===== config.mk =====
export PLATFORM = sky130hd
export DESIGN_NAME = cmp_channel
export DESIGN_NICKNAME = d
export VERILOG_FILES = /design/src/rtl/cmp_pkg.sv /design/src/rtl/cmp_value_reg.sv /design/src/rtl/cmp_flag.sv /design/src/rtl/cmp_pin.sv /design/src/rtl/cmp_channel.sv
export SDC_FILE = /design/constraint.sdc
export NUM_CORES = 1
export LEC_CHECK = 0
export BUFFER_PORTS_ARGS = -buffer_cell sky130_fd_sc_hd__buf_2
export CAP_MARGIN = 15
export CORE_ASPECT_RATIO = 1.2
export CORE_UTILIZATION = 35
export DETAILED_ROUTE_END_ITERATION = 10
export HOLD_SLACK_MARGIN = 0.08
export SLEW_MARGIN = 25
export SYNTH_ARGS = -nofsm -noshare
export SYNTH_HDL_FRONTEND = slang
export SYNTH_SLANG_ARGS = --single-unit

===== constraint.sdc =====
create_clock -name clk -period 1.7 [get_ports clk]
set_clock_uncertainty 0.1 [all_clocks]
set_input_delay 0.255 -clock clk [delete_from_list [all_inputs] [get_ports clk]]
set_output_delay 0.255 -clock clk [all_outputs]
set_load 0.02 [all_outputs]

===== src/rtl/cmp_pkg.sv =====
package cmp_pkg;

    localparam logic [1:0] MODE_NORMAL = 2'b00;
    localparam logic [1:0] MODE_CTC    = 2'b01;

    localparam int ADDR_CMP  = 0;
    localparam int ADDR_CTL  = 1;
    localparam int FLAG_BIT  = 0;
    localparam int FORCE_BIT = 1;

    typedef enum logic [1:0] {
        ACT_HOLD   = 2'b00,
        ACT_TOGGLE = 2'b01,
        ACT_CLEAR  = 2'b10,
        ACT_SET    = 2'b11
    } act_e;

    function automatic logic is_pwm(input logic [1:0] mode);
        return mode[1];
    endfunction

endpackage


===== src/rtl/cmp_value_reg.sv =====
module cmp_value_reg #(
    parameter int W = 8
) (
    input  logic         clk,
    input  logic         rst_n,
    input  logic         pwm_i,
    input  logic         commit_i,
    input  logic         wr_i,
    input  logic [W-1:0] wdata_i,
    output logic [W-1:0] act_o
);
    typedef struct packed {
        logic [W-1:0] shadow;
        logic [W-1:0] act;
    } st_t;

    st_t st_d, st_q;

    always_comb begin
        st_d = st_q;
        if (wr_i) begin
            st_d.shadow = wdata_i;
            if (!pwm_i) begin
                st_d.act = wdata_i;
            end
        end
        if (pwm_i && commit_i) begin
            st_d.act = st_q.shadow;
        end
    end

    always_ff @(posedge clk or negedge rst_n) begin
        if (!rst_n) begin
            st_q <= '0;
        end else begin
            st_q <= st_d;
        end
    end

    assign act_o = st_q.act;
endmodule


===== src/rtl/cmp_flag.sv =====
module cmp_flag (
    input  logic clk,
    input  logic rst_n,
    input  logic hit_i,
    input  logic clr_i,
    input  logic ack_i,
    input  logic ie_i,
    output logic flag_o,
    output logic irq_o
);
    typedef struct packed {
        logic flag;
    } st_t;

    st_t st_d, st_q;

    always_comb begin
        st_d = st_q;
        if (clr_i || ack_i) begin
            st_d.flag = 1'b0;
        end
        if (hit_i) begin
            st_d.flag = 1'b1;
        end
    end

    always_ff @(posedge clk or negedge rst_n) begin
        if (!rst_n) begin
            st_q <= '0;
        end else begin
            st_q <= st_d;
        end
    end

    assign flag_o = st_q.flag;
    assign irq_o  = st_q.flag & ie_i;
endmodule


===== src/rtl/cmp_pin.sv =====
module cmp_pin
    import cmp_pkg::*;
(
    input  logic       clk,
    input  logic       rst_n,
    input  logic       fire_i,
    input  logic [1:0] act_i,
    output logic       pin_o
);
    typedef struct packed {
        logic pin;
    } st_t;

    st_t  st_d, st_q;
    act_e act;

    always_comb begin
        act  = act_e'(act_i);
        st_d = st_q;
        if (fire_i) begin
            unique case (act)
                ACT_HOLD:   st_d.pin = st_q.pin;
                ACT_TOGGLE: st_d.pin = ~st_q.pin;
                ACT_CLEAR:  st_d.pin = 1'b0;
                ACT_SET:    st_d.pin = 1'b1;
                default:    st_d.pin = st_q.pin;
            endcase
        end
    end

    always_ff @(posedge clk or negedge rst_n) begin
        if (!rst_n) begin
            st_q <= '0;
        end else begin
            st_q <= st_d;
        end
    end

    assign pin_o = st_q.pin;
endmodule


===== src/rtl/cmp_channel.sv =====
module cmp_channel
    import cmp_pkg::*;
#(
    parameter int W  = 8,
    parameter int AW = 2
) (
    input  logic          clk,
    input  logic          rst_n,
    input  logic [W-1:0]  cnt_i,
    input  logic          top_i,
    input  logic          bot_i,
    input  logic [1:0]    mode_i,
    input  logic          upd_at_bot_i,
    input  logic [1:0]    act_i,
    input  logic          ie_i,
    input  logic          irq_ack_i,
    input  logic          reg_wr_i,
    input  logic [AW-1:0] reg_addr_i,
    input  logic [W-1:0]  reg_wdata_i,
    output logic [W-1:0]  reg_rdata_o,
    output logic          match_o,
    output logic          flag_o,
    output logic          irq_o,
    output logic          pin_o,
    output logic          cnt_clr_o
);
    localparam logic [AW-1:0] A_CMP = AW'(ADDR_CMP);
    localparam logic [AW-1:0] A_CTL = AW'(ADDR_CTL);

    logic         pwm;
    logic         commit;
    logic         cmp_wr;
    logic         clr_wr;
    logic         force_wr;
    logic         fire;
    logic [W-1:0] act_val;

    always_comb begin
        pwm      = is_pwm(mode_i);
        commit   = upd_at_bot_i ? bot_i : top_i;
        cmp_wr   = reg_wr_i && (reg_addr_i == A_CMP);
        clr_wr   = reg_wr_i && (reg_addr_i == A_CTL) && reg_wdata_i[FLAG_BIT];
        force_wr = reg_wr_i && (reg_addr_i == A_CTL) && reg_wdata_i[FORCE_BIT];
        match_o  = (cnt_i == act_val);
        fire     = match_o || (force_wr && !pwm);
        cnt_clr_o = match_o && (mode_i == MODE_CTC);
    end

    cmp_value_reg #(.W(W)) u_value (
        .clk      (clk),
        .rst_n    (rst_n),
        .pwm_i    (pwm),
        .commit_i (commit),
        .wr_i     (cmp_wr),
        .wdata_i  (reg_wdata_i),
        .act_o    (act_val)
    );

    cmp_flag u_flag (
        .clk    (clk),
        .rst_n  (rst_n),
        .hit_i  (match_o),
        .clr_i  (clr_wr),
        .ack_i  (irq_ack_i),
        .ie_i   (ie_i),
        .flag_o (flag_o),
        .irq_o  (irq_o)
    );

    cmp_pin u_pin (
        .clk    (clk),
        .rst_n  (rst_n),
        .fire_i (fire),
        .act_i  (act_i),
        .pin_o  (pin_o)
    );

    always_comb begin
        reg_rdata_o = '0;
        if (reg_addr_i == A_CMP) begin
            reg_rdata_o = act_val;
        end else if (reg_addr_i == A_CTL) begin
            reg_rdata_o[FLAG_BIT] = flag_o;
        end
    end
endmodule


==> results.txt, run 1 <==
number of synthesized flops with an enable pin: 0
Hold Path Cell Cnt: 2
drt first pass iters: 4
Worst-Margin Slew: 0.410 ns
CTS buffer count: 3
Critical Path Sink Type: primary output
FP Rows: 21
final layout net count: 185
total power: 1360 uW
failing checks: negative setup slack
worst path required time: 1.34 ns
IO Pins: 43
largest net degree at the start of global routing: 19
vias: 886
Clock transition at path regs: 0.11 ns
GRT Total Usage: 0.161
worst skew pair latency: 0.30 ns
fin cells: 188
Slew headroom: 0.726
Post-DP Area: 1420 um2
Synth Register Bits: 18
Post-Syn Instances: 85
min-delay worst type: in2reg
Iter 0 DRT Violations: 11
clk root buf: clkbuf_4
die width: 51.8 um
Worst Setup Slack, final: -0.359 ns
Final Hold Violating Endpoints: 0
post-route design area: 1600 um2
Starting Density: 0.370
CTS tree: yes
total die area: 3200 um2
P per Cell Area: 849 nW/um2
routed len/inst: 13.1 um
Via-to-Cell Ratio: 4.71
initial antenna violation count: 0
Syn-to-layout area delta: 53.4%
global-route wire length before repair: 3.73 mm
R2R Path Start: u_value.act_o[7]
IO Port Bufs: 42
post-synthesis sequential area ratio: 0.433
# H-tree levels: 1
CP Launch Type: flop
f_max: 0.486 GHz
WP data arrival: 1.70 ns
Routed Antenna Nets: 0
Final setup viols: 3
crit path max fanout: 2
Post-Syn Area per Cell: 12.2 um2
Sink Count: 18
library cells used by synthesis: 23
Min-Delay Startpoint: reg_wdata_i[3]
number of global-route vias before repair: 828
syn_nets: 115
max cap viols: 0
DRC: 0
Tcrit/Tclk final: 1.21
peak supply drop: 0.456 mV
clock buffer depth: 2
fillcell total: 259
Hold EP: u_value.st_q[11]
worst r2r dst: u_pin.pin_o
DP HPWL: 1.75 mm
Core Region: 2810 um2
layout cells sized above 1: 0.649
Routability Congestion: 0.693
max-slew violations: 0
Crit path largest cell delay: 0.40 ns
ANT cells: 0
worst reg2reg path depth: 11
RSZ-0062 raised after global routing: yes
Cells after DPL: 174
Post-synth ARST share: 1.00
final wirelength: 2.47 mm
Lkg Pwr: 0.000821 uW
YS warnings: 0
WS Path Type: reg2out
cell area after synthesis: 1040 um2
Slowest-stage cell, CP: dfrtp_1
worst path cell trace: xor2_1 > nor4_2 > nand2_2 > nor3b_4 > buf_6
reg2reg setup slack: -0.32 ns
top_reg_cell synth: dfrtp_1
die height: 61.7 um
GRT overflow: 0
status: complete, but fails checks
post-layout min period: 2.06 ns
==> registers in the layout, summed over array words and instances, names as in the netlist <==
name / flops
u_flag.flag_o: 1
u_value.act_o: 8
u_pin.pin_o: 1
u_value.st_q: 8
==> cell usage in the layout, fill, tap and decap left out, types with 2 or more instances in the layout <==
cell / netlist / layout
nand2_1: 3 / 2
o21ai_0: 2 / 2
nor2_1: 3 / 3
mux2_2: 16 / 16
dfrtp_1: 18 / 18
mux2_4: 7 / 7
clkbuf_4: 0 / 3
and2_1: 8 / 8
buf_4: 0 / 16
nor3b_4: 1 / 2
buf_2: 0 / 40
xor2_1: 8 / 7
mux2i_1: 2 / 2
buf_6: 1 / 8
inv_1: 3 / 2
==> stage by stage <==
step,hold slack [ns],utilization,setup TNS (ns),setup slack [ns]
detailed placement,0.114,0.506,-0.231,-0.0718
global placement,0.107,0.506,-0.0926,-0.0447
global route,0.0839,0.568,-1.30,-0.481
finish,0.0896,0.568,-1.00,-0.359
floorplan,-0.141,-,0,0.0167
CTS,0.0872,0.546,-0.955,-0.366
==> where the power goes <==
| group | total, uW | internal (uW) | switching, uW |
|---|---|---|---|
| sequential | 561 | 511 | 49.7 |
| combinational | 519 | 317 | 202 |
| clock | 276 | 131 | 145 |
==> Yosys cell counts, types with 2 or more instances <==
master | instances | share of area
and2_1 | 8 | 0.048
dfrtp_1 | 18 | 0.43
inv_1 | 3 | 0.011
mux2_2 | 16 | 0.17
mux2_4 | 7 | 0.10
mux2i_1 | 2 | 0.019
nand2_1 | 3 | 0.011
nor2_1 | 3 | 0.011
nor3b_1 | 2 | 0.014
nor4_1 | 2 | 0.012
o21ai_0 | 2 | 0.0096
xor2_1 | 8 | 0.067
==> cell families (layout without fill, tap and decap cells) <==
family,after synthesis,count (layout),synth area share
multiplexers,25,25,0.293
XOR/XNOR,8,8,0.0673
flip-flops,18,18,0.433
AND/OR/NAND/NOR,23,23,0.141
AO/OA/AOI/OAI,7,7,0.0445
buffers and inverters,4,73,0.0216
==> how the worst max path moves through the flow <==
stage	cells after the start	to	start
after global placement	5	cnt_clr_o	u_value.act_o[7]
after detailed placement	5	cnt_clr_o	u_value.act_o[7]
final	5	cnt_clr_o	u_value.act_o[7]
after floorplan	4	cnt_clr_o	u_value.act_o[7]
after global routing	5	cnt_clr_o	u_value.act_o[7]
after CTS	5	cnt_clr_o	u_value.act_o[2]
==> layer usage <==
metal	wire length, um	track usage	vias up
li1	-	-	435
met1	1150	0.220	408
met2	1140	0.269	40
met3	142	0.0146	3
met4	30	0.0579	0
met5	0	0	-
==> cell type report <==
class,count,area (um2),share of cell area
sequential,18,450,0.282
timing repair buffer,66,440,0.276
inverter,3,11.3,0.00705
tap,34,42.5,0.0266
clock buffer,4,36.3,0.0227
multi-input combinational,63,616,0.386
==> worst max-delay path, delay by kind of cell, from the launching register on <==
kind | cells | cell delay [ns]
simple gates | 3 | 0.71
xor+xnor | 1 | 0.15
flops | 1 | 0.40
buf+inv | 1 | 0.14
==> repair_timing <==
item / CTS / global route
endpoints found under the setup margin: 2 / 3
hold buffers: 1 / 0
endpoints found under the hold margin: 18 / 0
setup buffers: 7 / 2
pin swaps: 3 / 8
resized for setup: 5 / 10
(Power assumes the default switching activity.)
==> run 2, diff against run 1 <==
--- a/config.mk
+++ b/config.mk
@@ -8,7 +8,9 @@
 export BUFFER_PORTS_ARGS = -buffer_cell sky130_fd_sc_hd__buf_2
 export CAP_MARGIN = 15
 export CORE_ASPECT_RATIO = 1.2
+export CORE_MARGIN = 8
 export CORE_UTILIZATION = 35
+export CTS_BUF_LIST = sky130_fd_sc_hd__clkbuf_8
 export DETAILED_ROUTE_END_ITERATION = 10
 export HOLD_SLACK_MARGIN = 0.08
 export SLEW_MARGIN = 25
==> run 2 against run 1 <==
  * The flow still finishes with violations (negative setup slack)
  * Fmax rose by 1.3%
  * First-iteration DRC count increased to 2.5 times the previous value
  * Total power decreased by 0.42%
  * Largest power group unchanged
==> results.txt, run 2 (synthesis gave the netlist of run 1 again) <==
status: complete, but fails checks
failing checks: negative setup slack
clk root buf: clkbuf_8
global-route wire length before repair: 4.25 mm
most common cell after layout, fill and taps aside: buf_2
die height: 75.7 um
critical path startpoint: u_value.act_o[4]
Clock transition at path regs: 0.07 ns
Core Region: 2810 um2
final layout net count: 178
Crit path largest cell delay: 0.39 ns
Worst Setup Slack, final: -0.333 ns
clock buffer depth: 2
die width: 65.8 um
worst path cell trace: xor2_1 > nor4_2 > nand2_1 > nor3b_4 > buf_6
R2R Path Start: u_value.act_o[4]
largest net degree at the start of global routing: 19
Comb power frac: 0.329
GRT Total Usage: 0.108
grt met3 use: 0.0397
Slew headroom: 0.723
Slowest-stage cell, CP: dfrtp_1
Lkg Pwr: 0.000783 uW
fillcell total: 277
Syn-to-layout area delta: 46.2%
DRC: 0
Critical Path Sink Type: primary output
Sink Count: 18
WP data arrival: 1.68 ns
CP Launch Type: flop
worst path bufs/invs: 1
crit path max fanout: 3
drt first pass iters: 2
commonest non-fill, non-tap cells in the layout: buf_2 (40), dfrtp_1 (18), mux2_2 (16)
total die area: 4980 um2
Cells after DPL: 174
max cap viols: 0
Hold Path Cell Cnt: 2
Worst-Margin Slew: 0.415 ns
GR peak layer: met2
vias: 847
FP Rows: 21
CTS tree: yes
DP HPWL: 2.10 mm
Tcrit/Tclk final: 1.20
worst skew pair latency: 0.25 ns
IO Pins: 43
max-slew violations: 0
clock power share: 0.255
Via-to-Cell Ratio: 4.68
min-delay worst type: in2reg
# H-tree levels: 1
CP top delay family: simple AND/OR/NAND/NOR gates
initial antenna violation count: 0
layout cells sized above 1: 0.619
peak supply drop: 0.512 mV
Final Hold Violating Endpoints: 0
total power: 1350 uW
P per Cell Area: 887 nW/um2
number of global-route vias before repair: 959
fin cells: 181
final hold slack: 0.154 ns
Post-DP Area: 1420 um2
Final setup viols: 2
Starting Density: 0.370
critical path depth in cells: 5
Sw Share: 0.269
global routing usage on met1: 0.132
worst reg2reg path depth: 5
worst r2r dst: u_pin.pin_o
post-layout min period: 2.03 ns
IO Port Bufs: 42
worst path required time: 1.34 ns
post-route design area: 1520 um2
final wirelength: 2.62 mm
share of power burned in registers: 0.416
Sw Pwr: 364 uW
met2 Usage GRT: 0.175
f_max: 0.492 GHz
reg2reg setup slack: 0.21 ns
Setup crit end: cnt_clr_o
routed len/inst: 14.5 um
ANT cells: 0
Iter 0 DRT Violations: 28
RSZ-0062 raised after global routing: yes
GRT overflow: 0
Routed Antenna Nets: 0
CTS buffer count: 3
Routability Congestion: 0.831
WS Path Type: reg2out
Internal: 986 uW
Min-Delay Startpoint: reg_wdata_i[3]
final core occ: 0.541
[run 2: changes by cell type in the layout (fill, tap and decap cells not counted), sizes merged]
cell,delta
buf,-7
[run 2: worst register-to-register path, delay by kind of cell, from the launching register on]
kind / cells / cell delay (ns)
xor+xnor: 1 / 0.17
compound gates: 2 / 0.20
simple gates: 1 / 0.33
buf+inv: 1 / 0.18
flops: 1 / 0.39
[run 2: metrics by stage]
step                      setup WS [ns]  setup TNS [ns]
final                            -0.333          -0.626
after global routing             -0.447          -0.859
after CTS                        -0.332          -0.628
after detailed placement        -0.0878          -0.218
after global placement          -0.0635          -0.121
after floorplan                  0.0167               0
[run 2: worst min-delay path by stage]
| stage | end | slack (ns) |
|---|---|---|
| after detailed placement | u_value.act_o[3] | 0.12 |
| final | u_value.st_q[11] | 0.15 |
| after global placement | u_value.st_q[11] | 0.11 |
| after CTS | u_value.st_q[12] | 0.15 |
| after global routing | u_value.st_q[10] | 0.15 |
| after floorplan | u_flag.flag_o | -0.14 |
[run 2: routing by layer]
layer / vias up / part of all wire
met5: - / 0
met2: 40 / 0.42
li1: 424 / -
met4: 0 / 0.0046
met3: 2 / 0.12
met1: 381 / 0.46
[run 2: power by group through the flow]
stage                     registers, uW  logic [uW]  clock network, uW
after floorplan                     566         246                  0
after global placement              565         428                  0
after detailed placement            570         434                  0
after CTS                           562         454                354
after global routing                572         488                367
final                               561         444                344
[run 2: repair_timing]
action / in CTS / in global routing
pin swaps: 2 / 5
buffers inserted: 3 / 1
hold endpoints to repair: 18 / 0
hold buffers: 1 / 0
endpoints found under the setup margin: 2 / 3
resized for setup: 5 / 1
[run 2: area by class of cell]
type | instances | area, um2 | area share
Multi-Input combinational cell | 63 | 597 | 0.392
Clock buffer | 4 | 55.1 | 0.0362
Timing Repair Buffer | 59 | 365 | 0.240
Inverter | 3 | 11.3 | 0.00740
Sequential cell | 18 | 450 | 0.296
Tap cell | 34 | 42.5 | 0.0280
